**src/rtl/pwm_seq_pkg.sv**
```systemverilog
package pwm_seq_pkg;

  localparam int SAMPLE_W  = 16;
  localparam int CMP_W     = 15;
  localparam int NUM_CH    = 3;
  localparam int MAX_WORDS = 4;

  typedef enum logic [1:0] {
    MODE_COMMON  = 2'd0,
    MODE_GROUPED = 2'd1,
    MODE_WAVE    = 2'd2,
    MODE_ALT     = 2'd3
  } seq_mode_e;

  typedef enum logic [1:0] {
    ST_IDLE  = 2'd0,
    ST_FETCH = 2'd1,
    ST_RUN   = 2'd2
  } seq_state_e;

  typedef struct packed {
    logic             pol;
    logic [CMP_W-1:0] cmp;
  } sample_t;

  // log2 of the record size in words
  function automatic logic [1:0] rec_shift(seq_mode_e m);
    case (m)
      MODE_GROUPED: rec_shift = 2'd1;
      MODE_WAVE:    rec_shift = 2'd2;
      default:      rec_shift = 2'd0;
    endcase
  endfunction

  // index of the last word in a record
  function automatic logic [1:0] rec_last(seq_mode_e m);
    case (m)
      MODE_GROUPED: rec_last = 2'd1;
      MODE_WAVE:    rec_last = 2'd3;
      default:      rec_last = 2'd0;
    endcase
  endfunction

endpackage

```
**src/rtl/pwm_seq_prescale.sv**
```systemverilog
module pwm_seq_prescale #(
  parameter int PRE_W = 3
) (
  input  logic             clk,
  input  logic             rst_n,
  input  logic             en,
  input  logic [PRE_W-1:0] sel,
  output logic             tick
);

  localparam int DIV_W = (1 << PRE_W) - 1;

  logic [DIV_W-1:0] div_q, div_d, lim;

  assign lim  = ~({DIV_W{1'b1}} << sel);
  assign tick = en && (div_q == lim);

  always_comb begin
    div_d = div_q;
    if (!en || tick) div_d = '0;
    else             div_d = div_q + 1'b1;
  end

  always_ff @(posedge clk or negedge rst_n) begin
    if (!rst_n) div_q <= '0;
    else        div_q <= div_d;
  end


  div_range_chk: assert property (@(posedge clk) disable iff (!rst_n)
    en |-> (div_q <= lim));

endmodule

```
**src/rtl/pwm_seq_chan.sv**
```systemverilog
module pwm_seq_chan
  import pwm_seq_pkg::*;
(
  input  logic             clk,
  input  logic             rst_n,
  input  logic             clr,
  input  logic             upd,
  input  logic [CMP_W-1:0] cnt,
  input  sample_t          smp,
  output logic             out
);

  logic out_q, out_d;

  always_comb begin
    out_d = out_q;
    if (clr)      out_d = 1'b0;
    else if (upd) out_d = (cnt < smp.cmp) ^ smp.pol;
  end

  always_ff @(posedge clk or negedge rst_n) begin
    if (!rst_n) out_q <= 1'b0;
    else        out_q <= out_d;
  end

  assign out = out_q;

endmodule

```
**src/rtl/pwm_seq_player.sv**
```systemverilog
module pwm_seq_player
  import pwm_seq_pkg::*;
#(
  parameter int ADDR_W = 16,
  parameter int LEN_W  = 8,
  parameter int LOOP_W = 8,
  parameter int PRE_W  = 3
) (
  input  logic                clk,
  input  logic                rst_n,
  input  logic                start,
  input  logic [1:0]          cfg_mode,
  input  logic [PRE_W-1:0]    cfg_presc,
  input  logic [CMP_W-1:0]    cfg_top,
  input  logic [ADDR_W-1:0]   cfg_base,
  input  logic [LEN_W-1:0]    cfg_count,
  input  logic [LOOP_W-1:0]   cfg_loops,
  output logic                rd_req,
  output logic [ADDR_W-1:0]   rd_addr,
  input  logic                rd_gnt,
  input  logic [SAMPLE_W-1:0] rd_data,
  output logic [NUM_CH-1:0]   pwm_out,
  output logic                done
);

  seq_state_e          state_q, state_d;
  seq_mode_e           mode_q, mode_d;
  logic [PRE_W-1:0]    presc_q, presc_d;
  logic [CMP_W-1:0]    top_cfg_q, top_cfg_d;
  logic [CMP_W-1:0]    top_q, top_d;
  logic [CMP_W-1:0]    cnt_q, cnt_d;
  logic [ADDR_W-1:0]   base_q, base_d, addr_q, addr_d;
  logic [LEN_W-1:0]    steps_cfg_q, steps_cfg_d, steps_q, steps_d;
  logic [LOOP_W-1:0]   loops_q, loops_d;
  logic [1:0]          widx_q, widx_d;
  logic [SAMPLE_W-1:0] buf_q [MAX_WORDS];
  logic [SAMPLE_W-1:0] wv    [MAX_WORDS];
  sample_t             smp_q [NUM_CH];
  sample_t             smp_d [NUM_CH];
  logic                done_q, done_d;
  logic                buf_we, step_load, run_en, out_clr, tick;
  logic [LEN_W-1:0]    stp_new;

  assign stp_new = cfg_count >> rec_shift(seq_mode_e'(cfg_mode));
  assign buf_we  = (state_q == ST_FETCH) && rd_gnt;

  // record words with the word arriving this cycle merged in
  always_comb begin
    for (int k = 0; k < MAX_WORDS; k++)
      wv[k] = (widx_q == 2'(k)) ? rd_data : buf_q[k];
  end

  // record decode per word mode
  always_comb begin
    top_d = top_cfg_q;
    case (mode_q)
      MODE_GROUPED: begin
        smp_d[0] = sample_t'(wv[0]);
        smp_d[1] = sample_t'(wv[0]);
        smp_d[2] = sample_t'(wv[1]);
      end
      MODE_WAVE: begin
        for (int k = 0; k < NUM_CH; k++) smp_d[k] = sample_t'(wv[k]);
        top_d = wv[3][CMP_W-1:0];
      end
      default: begin
        for (int k = 0; k < NUM_CH; k++) smp_d[k] = sample_t'(wv[0]);
      end
    endcase
  end

  // sequencing
  always_comb begin
    state_d     = state_q;
    mode_d      = mode_q;
    presc_d     = presc_q;
    top_cfg_d   = top_cfg_q;
    base_d      = base_q;
    steps_cfg_d = steps_cfg_q;
    steps_d     = steps_q;
    loops_d     = loops_q;
    addr_d      = addr_q;
    widx_d      = widx_q;
    cnt_d       = cnt_q;
    done_d      = 1'b0;
    step_load   = 1'b0;
    run_en      = 1'b0;
    out_clr     = 1'b0;
    case (state_q)
      ST_IDLE: begin
        out_clr = 1'b1;
        if (start) begin
          mode_d      = seq_mode_e'(cfg_mode);
          presc_d     = cfg_presc;
          top_cfg_d   = cfg_top;
          base_d      = cfg_base;
          steps_cfg_d = stp_new;
          addr_d      = cfg_base;
          widx_d      = '0;
          steps_d     = stp_new - 1'b1;
          loops_d     = (cfg_loops == '0) ? '0 : cfg_loops - 1'b1;
          if (stp_new == '0) done_d  = 1'b1;
          else               state_d = ST_FETCH;
        end
      end
      ST_FETCH: begin
        if (rd_gnt) begin
          addr_d = addr_q + 1'b1;
          if (widx_q == rec_last(mode_q)) begin
            widx_d    = '0;
            step_load = 1'b1;
            cnt_d     = '0;
            state_d   = ST_RUN;
          end else begin
            widx_d = widx_q + 1'b1;
          end
        end
      end
      ST_RUN: begin
        run_en = 1'b1;
        if (tick) begin
          if (cnt_q == top_q) begin
            if (steps_q != '0) begin
              steps_d = steps_q - 1'b1;
              state_d = ST_FETCH;
            end else if (loops_q != '0) begin
              loops_d = loops_q - 1'b1;
              steps_d = steps_cfg_q - 1'b1;
              addr_d  = base_q;
              state_d = ST_FETCH;
            end else begin
              state_d = ST_IDLE;
              done_d  = 1'b1;
              out_clr = 1'b1;
            end
          end else begin
            cnt_d = cnt_q + 1'b1;
          end
        end
      end
      default: state_d = ST_IDLE;
    endcase
  end

  always_ff @(posedge clk or negedge rst_n) begin
    if (!rst_n) begin
      state_q     <= ST_IDLE;
      mode_q      <= MODE_COMMON;
      presc_q     <= '0;
      top_cfg_q   <= '0;
      base_q      <= '0;
      steps_cfg_q <= '0;
      steps_q     <= '0;
      loops_q     <= '0;
      addr_q      <= '0;
      widx_q      <= '0;
      cnt_q       <= '0;
      done_q      <= 1'b0;
    end else begin
      state_q     <= state_d;
      mode_q      <= mode_d;
      presc_q     <= presc_d;
      top_cfg_q   <= top_cfg_d;
      base_q      <= base_d;
      steps_cfg_q <= steps_cfg_d;
      steps_q     <= steps_d;
      loops_q     <= loops_d;
      addr_q      <= addr_d;
      widx_q      <= widx_d;
      cnt_q       <= cnt_d;
      done_q      <= done_d;
    end
  end

  always_ff @(posedge clk or negedge rst_n) begin
    if (!rst_n) begin
      for (int k = 0; k < MAX_WORDS; k++) buf_q[k] <= '0;
    end else if (buf_we) begin
      buf_q[widx_q] <= rd_data;
    end
  end

  always_ff @(posedge clk or negedge rst_n) begin
    if (!rst_n) begin
      top_q <= '0;
      for (int k = 0; k < NUM_CH; k++) smp_q[k] <= '0;
    end else if (step_load) begin
      top_q <= top_d;
      for (int k = 0; k < NUM_CH; k++) smp_q[k] <= smp_d[k];
    end
  end

  pwm_seq_prescale #(.PRE_W(PRE_W)) u_presc (
    .clk  (clk),
    .rst_n(rst_n),
    .en   (run_en),
    .sel  (presc_q),
    .tick (tick)
  );

  for (genvar g = 0; g < NUM_CH; g++) begin : g_chan
    pwm_seq_chan u_chan (
      .clk  (clk),
      .rst_n(rst_n),
      .clr  (out_clr),
      .upd  (run_en),
      .cnt  (cnt_q),
      .smp  (smp_q[g]),
      .out  (pwm_out[g])
    );
  end

  assign rd_req  = (state_q == ST_FETCH);
  assign rd_addr = addr_q;
  assign done    = done_q;


  req_hold_chk: assert property (@(posedge clk) disable iff (!rst_n)
    (rd_req && !rd_gnt) |=> (rd_req && $stable(rd_addr)));


  stall_hold_chk: assert property (@(posedge clk) disable iff (!rst_n)
    rd_req |=> $stable(pwm_out));


  done_pulse_chk: assert property (@(posedge clk) disable iff (!rst_n)
    done |=> !done);


  done_idle_chk: assert property (@(posedge clk) disable iff (!rst_n)
    done |-> (pwm_out == '0 && !rd_req));


  cnt_range_chk: assert property (@(posedge clk) disable iff (!rst_n)
    (state_q == ST_RUN) |-> (cnt_q <= top_q));

endmodule

```
**config.mk**
```make
export PLATFORM = sky130hd
export DESIGN_NAME = pwm_seq_player
export DESIGN_NICKNAME = d
export VERILOG_FILES = /design/src/rtl/pwm_seq_pkg.sv /design/src/rtl/pwm_seq_prescale.sv /design/src/rtl/pwm_seq_chan.sv /design/src/rtl/pwm_seq_player.sv
export SDC_FILE = /design/constraint.sdc
export NUM_CORES = 1
export LEC_CHECK = 0
export BUFFER_PORTS_ARGS = -buffer_cell sky130_fd_sc_hd__buf_2
export CORE_MARGIN = 2
export CORE_UTILIZATION = 39
export DETAILED_ROUTE_END_ITERATION = 10
export GPL_ROUTABILITY_DRIVEN = 1
export HOLD_SLACK_MARGIN = 0.03
export SETUP_SLACK_MARGIN = 0.05
export SYNTH_ARGS = -nofsm -noshare
export SYNTH_HDL_FRONTEND = slang
export SYNTH_HIERARCHICAL = 1
export SYNTH_SLANG_ARGS = --single-unit
```
**constraint.sdc**
```tcl
create_clock -name clk -period 2.9 [get_ports clk]
set_input_delay 0.29 -clock clk [delete_from_list [all_inputs] [get_ports clk]]
set_output_delay 0.29 -clock clk [all_outputs]
set_load 0.03 [all_outputs]
```
==> results of run 1 <==
[through the flow]
stage	instances	power [mW]	instance area, sq um	utilization, %
after floorplan	1306	11.27	13460	-
after global placement	1820	13.16	14520	42.34
after detailed placement	1820	13.35	14520	42.34
after CTS	1903	16.63	15690	45.76
after global routing	1905	17.84	15720	45.83
final	1905	16.57	15720	45.83
[power groups by stage]
stage          Combinational, mW  Clock [mW]  Sequential (mW)
2_1_floorplan               5.60           0             5.67
3_3_place_gp                7.45           0             5.72
3_5_place_dp                7.59           0             5.76
4_1_cts                     7.67        3.26             5.71
5_1_grt                     8.52        3.40             5.92
6_report                    7.67        3.18             5.72
[layout by cell type (no fill, tap or decap), drive strengths merged, types with 14 or more instances in the layout]
cell,Yosys,layout
o21ai,90,90
o22ai,21,21
a22oi,14,14
a21oi,66,66
nor3,16,16
nand3,17,17
a211oi,25,25
nand2,114,114
inv,72,74
mux2i,53,53
buf,23,129
nor2,75,75
nand4,17,17
clkbuf,45,41
mux2,156,156
a221oi,16,16
dlygate4sd3,0,35
a21o,19,19
xnor2,40,40
dfrtp,232,232
nor4,15,15
ha,60,60
[flip-flops by register name, summed over array words and instances (netlist names), 3 cells and up]
name and flops:
top_q 15, rd_addr 16, cnt_q 15, base_q 16, top_cfg_q 15, smp_q 48
u_presc/div_q 7, g_chan.u_chan/out 3, steps_cfg_q 8, presc_q 3, buf_q 63, steps_q 8
loops_q 8
[worst max-delay path: stages (launching register included)]
cell	delay, ps
dfrtp_1	490
a2111o_1	500
a31oi_4	260
and3_2	280
nor2_1	70
nor3_1	200
buf_4	200
nand2b_4	160
mux2_4	340
[routing by layer]
metal  vias up  routed length [microns]
li1       4987                        -
met1      5066                    16280
met2       201                    15630
met3        44                     1359
met4         0                      518
met5         -                        0
[cell type report]
class | instances | area (sq um)
fill | 3210 | 18570
tap | 455 | 569.3
multi-input combinational | 934 | 7108
sequential | 232 | 5808
inverter | 72 | 270.3
timing repair buffer | 164 | 1136
clock buffer | 41 | 778.2
clock inverter | 7 | 45.04
[final timing paths]
| check | endpoint | startpoint | slack (ps) | depth (start not counted) |
|---|---|---|---|---|
| worst max register to register | rd_addr[9] | presc_q[1] | 270 | 8 |
| worst max-delay path | rd_addr[9] | presc_q[1] | 270 | 8 |
| worst min-delay path | buf_q[47] | rd_data[15] | 70 | 2 |
| max in group asynchronous | top_cfg_q[5] | rst_n | 1680 | 3 |
| worst min register to register | smp_q[44] | smp_q[44] | 480 | 2 |
| min in group asynchronous | buf_q[26] | rst_n | 340 | 2 |
[logic make-up (layout without fill, tap and decap cells)]
kind of cell,after synthesis,count (layout),synth area share [%]
XOR/XNOR,53,53,3.449
adder cells (fa/ha/maj),60,60,5.578
AO/OA/AOI/OAI,309,309,15.39
AND/OR/NAND/NOR,303,303,11.17
flip-flops,232,232,43.13
buffers and inverters,140,284,4.202
multiplexers,209,209,17.08
[what timing repair did]
action                                 in CTS  in global routing
resized for setup                           0                  4
endpoints found under the hold margin     113                  0
setup endpoints to repair                   0                 28
hold buffers                               35                  0
buffers inserted                            0                  2
==> out/results.tsv, run 1 <==
metric	value	unit
status	finished, final reports clean	
cp_data_required_time	3320	ps
synth_fp_nets	1438	
slew_headroom	54.28	%
pwr-share-comb	46.3	%
vias_per_cell	5.406	
synth.ff_latch_count	232	
slew_violations	0	
cts-root-buf	clkbuf_16	
synth_most_common_cell	dfrtp_1	
vias	10300	
grt_antenna_before_repair	0	
post-route-min-period	2629	ps
wl_per_cell	17.74	microns
seq_power_share	34.5	%
hold_ws	72.19	ps
grt.met1_usage	27.70	%
n_antenna_cell	0	
io_pins	93	
hold_viol	0	
internal-power	9.921	mW
crit_type	reg2reg	
die_h	189.8	microns
met3_usage	2.601	%
clock_power_share	19.2	%
critical_path_arrival	3050	ps
critPathCaptureType	flip-flop	
layout-drive-gt1-share	24.76	%
route.antenna.remaining_nets	0	
tns	0	ps
initial_core_util	39.25	%
synth_top_flop_cell	dfrtp_1	
pre_cts_ws	176.9	ps
synth-edff-count	0	
fp.dieW	189.8	microns
yosys.area.top_type_share	43.13	%
powerDensity	1054	mW/mm^2
cts_tree	done	
hold_path_class	in2reg	
tightestPinTransition	678.3	ps
first_global_vias	10220	
grt_pass1_wl	55660	microns
peakVddDrop	0.0008951	V
cts_made_buffers	27	
worstSkewPairLatency	540	ps
async_flop_share	100.0	%
ys_types	81	
fp.coreArea	0.03429	sq mm
synth_area_per_cell	10.31	sq um
use_met2	30.54	%
finalWirelength	33790	microns
drt_first_pass_iters	5	
ys_seq_area_share	43.13	%
dieArea	0.03601	sq mm
crit_path_start_kind	flip-flop	
num_rows	68	
portBuffers	92	
synth_area_leaders	dfrtp_1 (43%), mux2_2 (13%), ha_1 (5.6%), mux2i_1 (3.9%), nand2_1 (3.1%)	
ys_warn_count	6	
gp_congestion	0.8490	
dp_hpwl	23630	microns
setup_viol	0	
worst_setup_hold_path_clk_slew	60	ps
syn2layout_area_growth	16.76	%
remaining_drc_errors	0	
grt_overflow	0	
netlist_top_cells_count	dfrtp_1 (232), mux2_2 (153), nand2_1 (111)	
synth_top_area_cell	dfrtp_1	
post-route-period-util	90.66	%
grt_max_degree	112	
p_leak	7.149	nW
nets	1563	
finalClockSkew	21.52	ps
finalWorstSetupSlack	270.9	ps
grt_usage	19.09	%
cts_max_level	1	
netlist_instances	1306	
first_iter_violations	647	
clock_path_buffers	3	
worstPathMaxFanout	16	
rsz0062_at_grt	no	
clock.fmax	380.4	MHz
cts.sinks	232	
top_usage_layer	met2	
p_switching	6.650	mW
synth_area	0.01346	sq mm
cap_violations	0	
sw_frac_of_total	40.13	%
No activity file was read; power rests on OpenSTA's default activity.
==> inputs of run 2 (changes only) <==
- CORE_MARGIN: 2 -> not set
==> run 2 against run 1 <==
Against the previous run: global-route usage is 0.30 points higher; first-iteration DRC count is 4.3% lower; combinational power hardly changed; power is 2.0% higher; worst hold slack better by 16 ps; non-clock buffer count stayed put; critical path depth stayed put; largest power group unchanged.
==> out/results.tsv, run 2 (synthesized netlist as in run 1, its figures left out) <==
metric	value	unit	change
status	finished, final reports clean		unchanged
finalClockSkew	5.853	ps	was 21.52 ps
layout-drive-gt1-share	25.16	%	was 24.76%
setup_viol	0		unchanged
hold_viol	0		unchanged
worstSkewPairLatency	530	ps	was 540 ps
clock.fmax	376.0	MHz	was 380.4 MHz
p_switching	6.697	mW	was 6.650 mW
route.antenna.remaining_nets	0		unchanged
dp_hpwl	23650	microns	was 23,630 microns
drt_first_pass_iters	5		unchanged
hold_path_class	in2reg		unchanged
post-route-min-period	2660	ps	was 2629 ps
cts-root-buf	clkbuf_16		unchanged
die_h	187.8	microns	was 189.8 microns
grt_max_degree	75		was 112
vias_per_cell	5.451		was 5.406
peakVddDrop	0.0005649	V	was 0.0008951 V
fp.coreArea	0.03378	sq mm	was 0.03429 sq mm
grt_antenna_before_repair	1		was 0
fp.dieW	187.8	microns	was 189.8 microns
largest_reg_flops	63		unchanged
worst_setup_hold_path_clk_slew	60	ps	about the same
crit_path_start_kind	flip-flop		unchanged
post-route-period-util	91.72	%	was 90.66%
crit_type	reg2reg		unchanged
grt_overflow	0		unchanged
worstPathMaxFanout	16		unchanged
portBuffers	92		unchanged
seq_power_share	33.9	%	was 34.5%
hold_ws	88.18	ps	was 72.19 ps
dp.cells	1815		was 1,820
rsz0062_at_grt	no		unchanged
nets	1563		unchanged
layout_commonest_cell	dfrtp_1		unchanged
cts.sinks	232		unchanged
grt_pass1_wl	55530	microns	was 55,660 microns
first_global_vias	10410		was 10,220
cts_made_buffers	27		unchanged
internal-power	10.20	mW	was 9.921 mW
fillers	3160		was 3,210
postPlaceCellArea	0.01454	sq mm	was 0.01452 sq mm
dieArea	0.03526	sq mm	was 0.03601 sq mm
cts_max_level	1		unchanged
first_iter_violations	619		was 647
pwr-share-comb	45.3	%	was 46.3%
sw_frac_of_total	39.62	%	was 40.13%
tns	0	ps	unchanged
initial_core_util	39.84	%	was 39.25%
critical_path_arrival	3080	ps	was 3050 ps
io_pins	93		unchanged
cp_data_required_time	3320	ps	about the same
max_flop_register	buf_q		unchanged
wl_per_cell	17.75	microns	was 17.74 microns
stdcell_count	1900		was 1,905
cts_tree	done		unchanged
finalWirelength	33720	microns	was 33,790 microns
vias	10360		was 10,300
fin_total_pwr	16.90	mW	was 16.57 mW
syn2layout_area_growth	17.53	%	was 16.76%
register_area	0.005807	sq mm	was 0.005808 sq mm
num_rows	67		was 68
gp_congestion	0.8268		was 0.8490
tightestPinTransition	1347	ps	was 678.3 ps
final_cell_mix	dfrtp_1 (231), mux2_2 (153), nand2_1 (110)		was dfrtp_1 (230), mux2_2 (153), nand2_1 (110)
grt_usage	19.38	%	was 19.09%
powerDensity	1068	mW/mm^2	was 1054 mW/mm^2
p_leak	7.197	nW	was 7.149 nW
slew_violations	0		unchanged
multi_input_area	0.007107	sq mm	was 0.007108 sq mm
cap_violations	0		unchanged
reg_top3	buf_q: 63 flops, smp_q: 48 flops		unchanged
postLayoutCellArea	0.01582	sq mm	was 0.01572 sq mm
clock_power_share	20.8	%	was 19.2%
slew_headroom	9.608	%	was 54.28%
clock_path_buffers	3		unchanged
remaining_drc_errors	0		unchanged
critPathCaptureType	flip-flop		unchanged
[run 2: changes by cell type in the layout (fill, tap and decap cells not counted), sizes merged]
cell / change
bufinv: +3
clkbuf: -5
diode: +1
clkinv: +2
inv: -2
clkinvlp: +3
[run 2: final cells by class]
cell class | count | share of cell area, %
antenna | 1 | 0.01582
clock buffer | 36 | 4.864
clock inverter | 13 | 0.9729
inverter | 72 | 1.708
multi-input combinational | 934 | 44.93
sequential | 232 | 36.71
tap | 448 | 3.543
timing repair buffer | 164 | 7.261
[run 2: what timing repair did]
item / 4_1_cts / 5_1_grt
setup endpoints to repair: 0 / 15
hold buffers: 35 / 0
buffers inserted: 0 / 0
gates resized for setup: 0 / 3
endpoints found under the hold margin: 104 / 0
[run 2: per-stage QoR]
stage	utilization, %	setup WS [ps]
4_1_cts	46.79	189.8
5_1_grt	46.82	67.13
3_5_place_dp	43.02	216.9
2_1_floorplan	-	176.8
6_report	46.82	240.1
3_3_place_gp	43.02	279.0
[run 2: power by group through the flow]
stage / logic (mW) / clock network (mW) / registers [mW]
after floorplan: 5.60 / 0 / 5.67
after global placement: 7.47 / 0 / 5.71
after detailed placement: 7.59 / 0 / 5.76
after CTS: 7.67 / 3.60 / 5.71
after global routing: 8.50 / 3.74 / 5.92
final: 7.66 / 3.52 / 5.72
[run 2: final timing paths]
kind / cells past startpoint / startpoint / slack (ps) / endpoint
setup / recovery: 8 / presc_q[1] / 240 / rd_addr[5]
hold / removal: 2 / rd_data[15] / 90 / buf_q[31]
setup reg to reg: 8 / presc_q[1] / 240 / rd_addr[5]
hold reg to reg: 1 / smp_q[14] / 480 / smp_q[14]
max in group asynchronous: 3 / rst_n / 1790 / loops_q[2]
min in group asynchronous: 2 / rst_n / 320 / buf_q[8]
[run 2: layer usage]
metal  global-route usage, %  vias up  share of wire, %
li1                        -     4997                 -
met1                   27.84     5085                48
met2                   30.77      230                45
met3                   2.602       44               4.4
met4                   4.753        0               1.9
met5                       0        -                 0
[run 2: critical path: stages, from the launching register on]
cell      delay [ps]
dfrtp_1          490
a2111o_1         490
a31oi_4          280
and3_2           300
nor2_1            80
nor3_1           190
buf_4            200
nand2b_4         170
mux2_4           340
==> inputs of run 3 (changes only) <==
- BUFFER_PORTS_ARGS: -buffer_cell sky130_fd_sc_hd__buf_2 -> not set
- DONT_BUFFER_PORTS: not set -> 1
==> run 3 against run 2 <==
Against the previous run: the flow now finishes with violations (hold timing); largest power group unchanged; sequential share of layout area grew 0.48 points; die area is the same; worst hold slack lost 630 ps; final cell count shrank 3.8%; non-clock buffer count shrank 72; flip-flop and latch count is the same; via count shrank 2.7%; power grew 0.75%.
==> out/results.tsv, run 3 (synthesized netlist as in run 1, its figures left out) <==
metric	value	unit	change
initial_core_util	39.84	%	unchanged
dieArea	0.03526	sq mm	unchanged
worst_setup_hold_path_clk_slew	60	ps	about the same
finalWorstSetupSlack	261.6	ps	was 240.1 ps
grt_antenna_before_repair	0		was 1
cts.sinks	232		unchanged
die_h	187.8	microns	unchanged
hold_buffers	54		was 35
r2r_setup_slack	260	ps	was 240 ps
portBuffers	0		was 92
fin_total_pwr	17.03	mW	was 16.90 mW
path_delay_family	simple AND/OR/NAND/NOR gates		was compound AO/OA/AOI/OAI gates
cp_num_buf_inv	1		unchanged
layout-drive-gt1-share	19.93	%	was 25.16%
clock.fmax	379.0	MHz	was 376.0 MHz
max_flop_register	buf_q		unchanged
route.antenna.remaining_nets	0		unchanged
remaining_drc_errors	0		unchanged
cts_made_buffers	27		unchanged
cts_max_level	1		unchanged
first_global_vias	10320		was 10,410
post-route-min-period	2638	ps	was 2660 ps
final_util	46.21	%	was 46.82%
peakVddDrop	0.0005192	V	was 0.0005649 V
hold_ws	-545.7	ps	was 88.18 ps
final_cell_mix	dfrtp_1 (232), mux2_2 (153), nand2_1 (110)		was dfrtp_1 (231), mux2_2 (153), nand2_1 (110)
grt_max_degree	233		was 75
fp.coreArea	0.03378	sq mm	unchanged
cts_tree	done		unchanged
reg_top3	buf_q: 63 flops, smp_q: 48 flops		unchanged
tightestPinTransition	889.7	ps	was 1347 ps
slowest_stage	dfrtp_1		unchanged
cap_violations	0		unchanged
clock_path_buffers	3		unchanged
io_pins	93		unchanged
setup_viol	0		unchanged
critPathCaptureType	flip-flop		unchanged
num_rows	67		unchanged
dp_hpwl	22740	microns	was 23,650 microns
slew_headroom	40.69	%	was 9.608%
cp_data_required_time	3340	ps	was 3320 ps
finalWirelength	34310	microns	was 33,720 microns
tns	0	ps	unchanged
post-route-period-util	90.98	%	was 91.72%
gp_congestion	0.8283		was 0.8268
rsz0062_at_grt	no		unchanged
status	finished, violations left		was finished, final reports clean
hold_viol	232		was 0
critical_path_arrival	3080	ps	about the same
crit_path_start_kind	flip-flop		unchanged
crit_type	reg2reg		unchanged
wl_per_cell	18.77	microns	was 17.75 microns
vias_per_cell	5.513		was 5.451
first_iter_violations	549		was 619
grt_overflow	0		unchanged
slew_violations	0		unchanged
drt_first_pass_iters	5		unchanged
slowest_delay	500	ps	was 490 ps
n_antenna_cell	0		was 1
fp.dieW	187.8	microns	unchanged
grt_pass1_wl	56360	microns	was 55,530 microns
layout_commonest_cell	dfrtp_1		unchanged
worstSkewPairLatency	560	ps	was 530 ps
largest_reg_flops	63		unchanged
cts-root-buf	clkbuf_16		unchanged
nets	1491		was 1,563
powerDensity	1091	mW/mm^2	was 1068 mW/mm^2
p_leak	6.946	nW	was 7.197 nW
hold_path_class	in2async		was in2reg
finalClockSkew	31.14	ps	was 5.853 ps
worstPathMaxFanout	16		unchanged
grt_usage	19.79	%	was 19.38%
violations	hold timing		
vias	10080		was 10,360
syn2layout_area_growth	15.99	%	was 17.53%
cp_cell_sequence	nor4_2 -> a311oi_2 -> o31ai_4 -> and3_1 -> nor2_1 -> nor3_1 -> buf_4 -> nand2b_4 -> mux2_4		was a2111o_1 -> a31oi_4 -> and3_2 -> nor2_1 -> nor3_1 -> buf_4 -> nand2b_4 -> mux2_4
pre_cts_ws	175.7	ps	was 216.9 ps
[run 3: what timing repair did]
item | CTS | global route
endpoints found under the hold margin | 354 | 232
resized for setup | 0 | 3
buffers inserted | 0 | 4
setup endpoints to repair | 0 | 13
[run 3: per-stage QoR]
| step | area [sq um] | hold slack, ps | std cells |
|---|---|---|---|
| after floorplan | 13460 | -5.591 | 1306 |
| after global placement | 14000 | 0.1153 | 1720 |
| after detailed placement | 14000 | -1.631 | 1720 |
| after CTS | 15570 | -586.8 | 1824 |
| after global routing | 15610 | -580.8 | 1828 |
| final | 15610 | -545.7 | 1828 |
[run 3: final timing paths]
kind	start	endpoint	cells past startpoint
worst max-delay path	presc_q[1]	rd_addr[9]	9
min in group clk	rd_data[3]	smp_q[35]	2
worst max register to register	presc_q[1]	rd_addr[9]	9
worst min-delay path	rst_n	buf_q[57]	0
max in group asynchronous	rst_n	steps_cfg_q[5]	0
worst min register to register	smp_q[39]	smp_q[39]	2
[run 3: where the power goes]
part	internal, mW	switching [mW]	total, mW
logic	3.31	3.89	7.20
registers	4.67	1.33	5.99
clock network	2.43	1.40	3.83
[run 3: area by class of cell]
cell class | count | area [sq um]
Fill cell | 3115 | 18170
Multi-Input combinational cell | 934 | 7114
Sequential cell | 232 | 5806
Timing Repair Buffer | 92 | 838.3
Clock buffer | 37 | 783.3
Tap cell | 448 | 560.5
Inverter | 72 | 270.3
Clock inverter | 13 | 239.0
[run 3: metal layers]
layer	share of wire (%)	track usage, %
met2	44	30.91
met1	49	28.54
met5	0	0
met4	2.1	4.753
met3	5.1	3.219
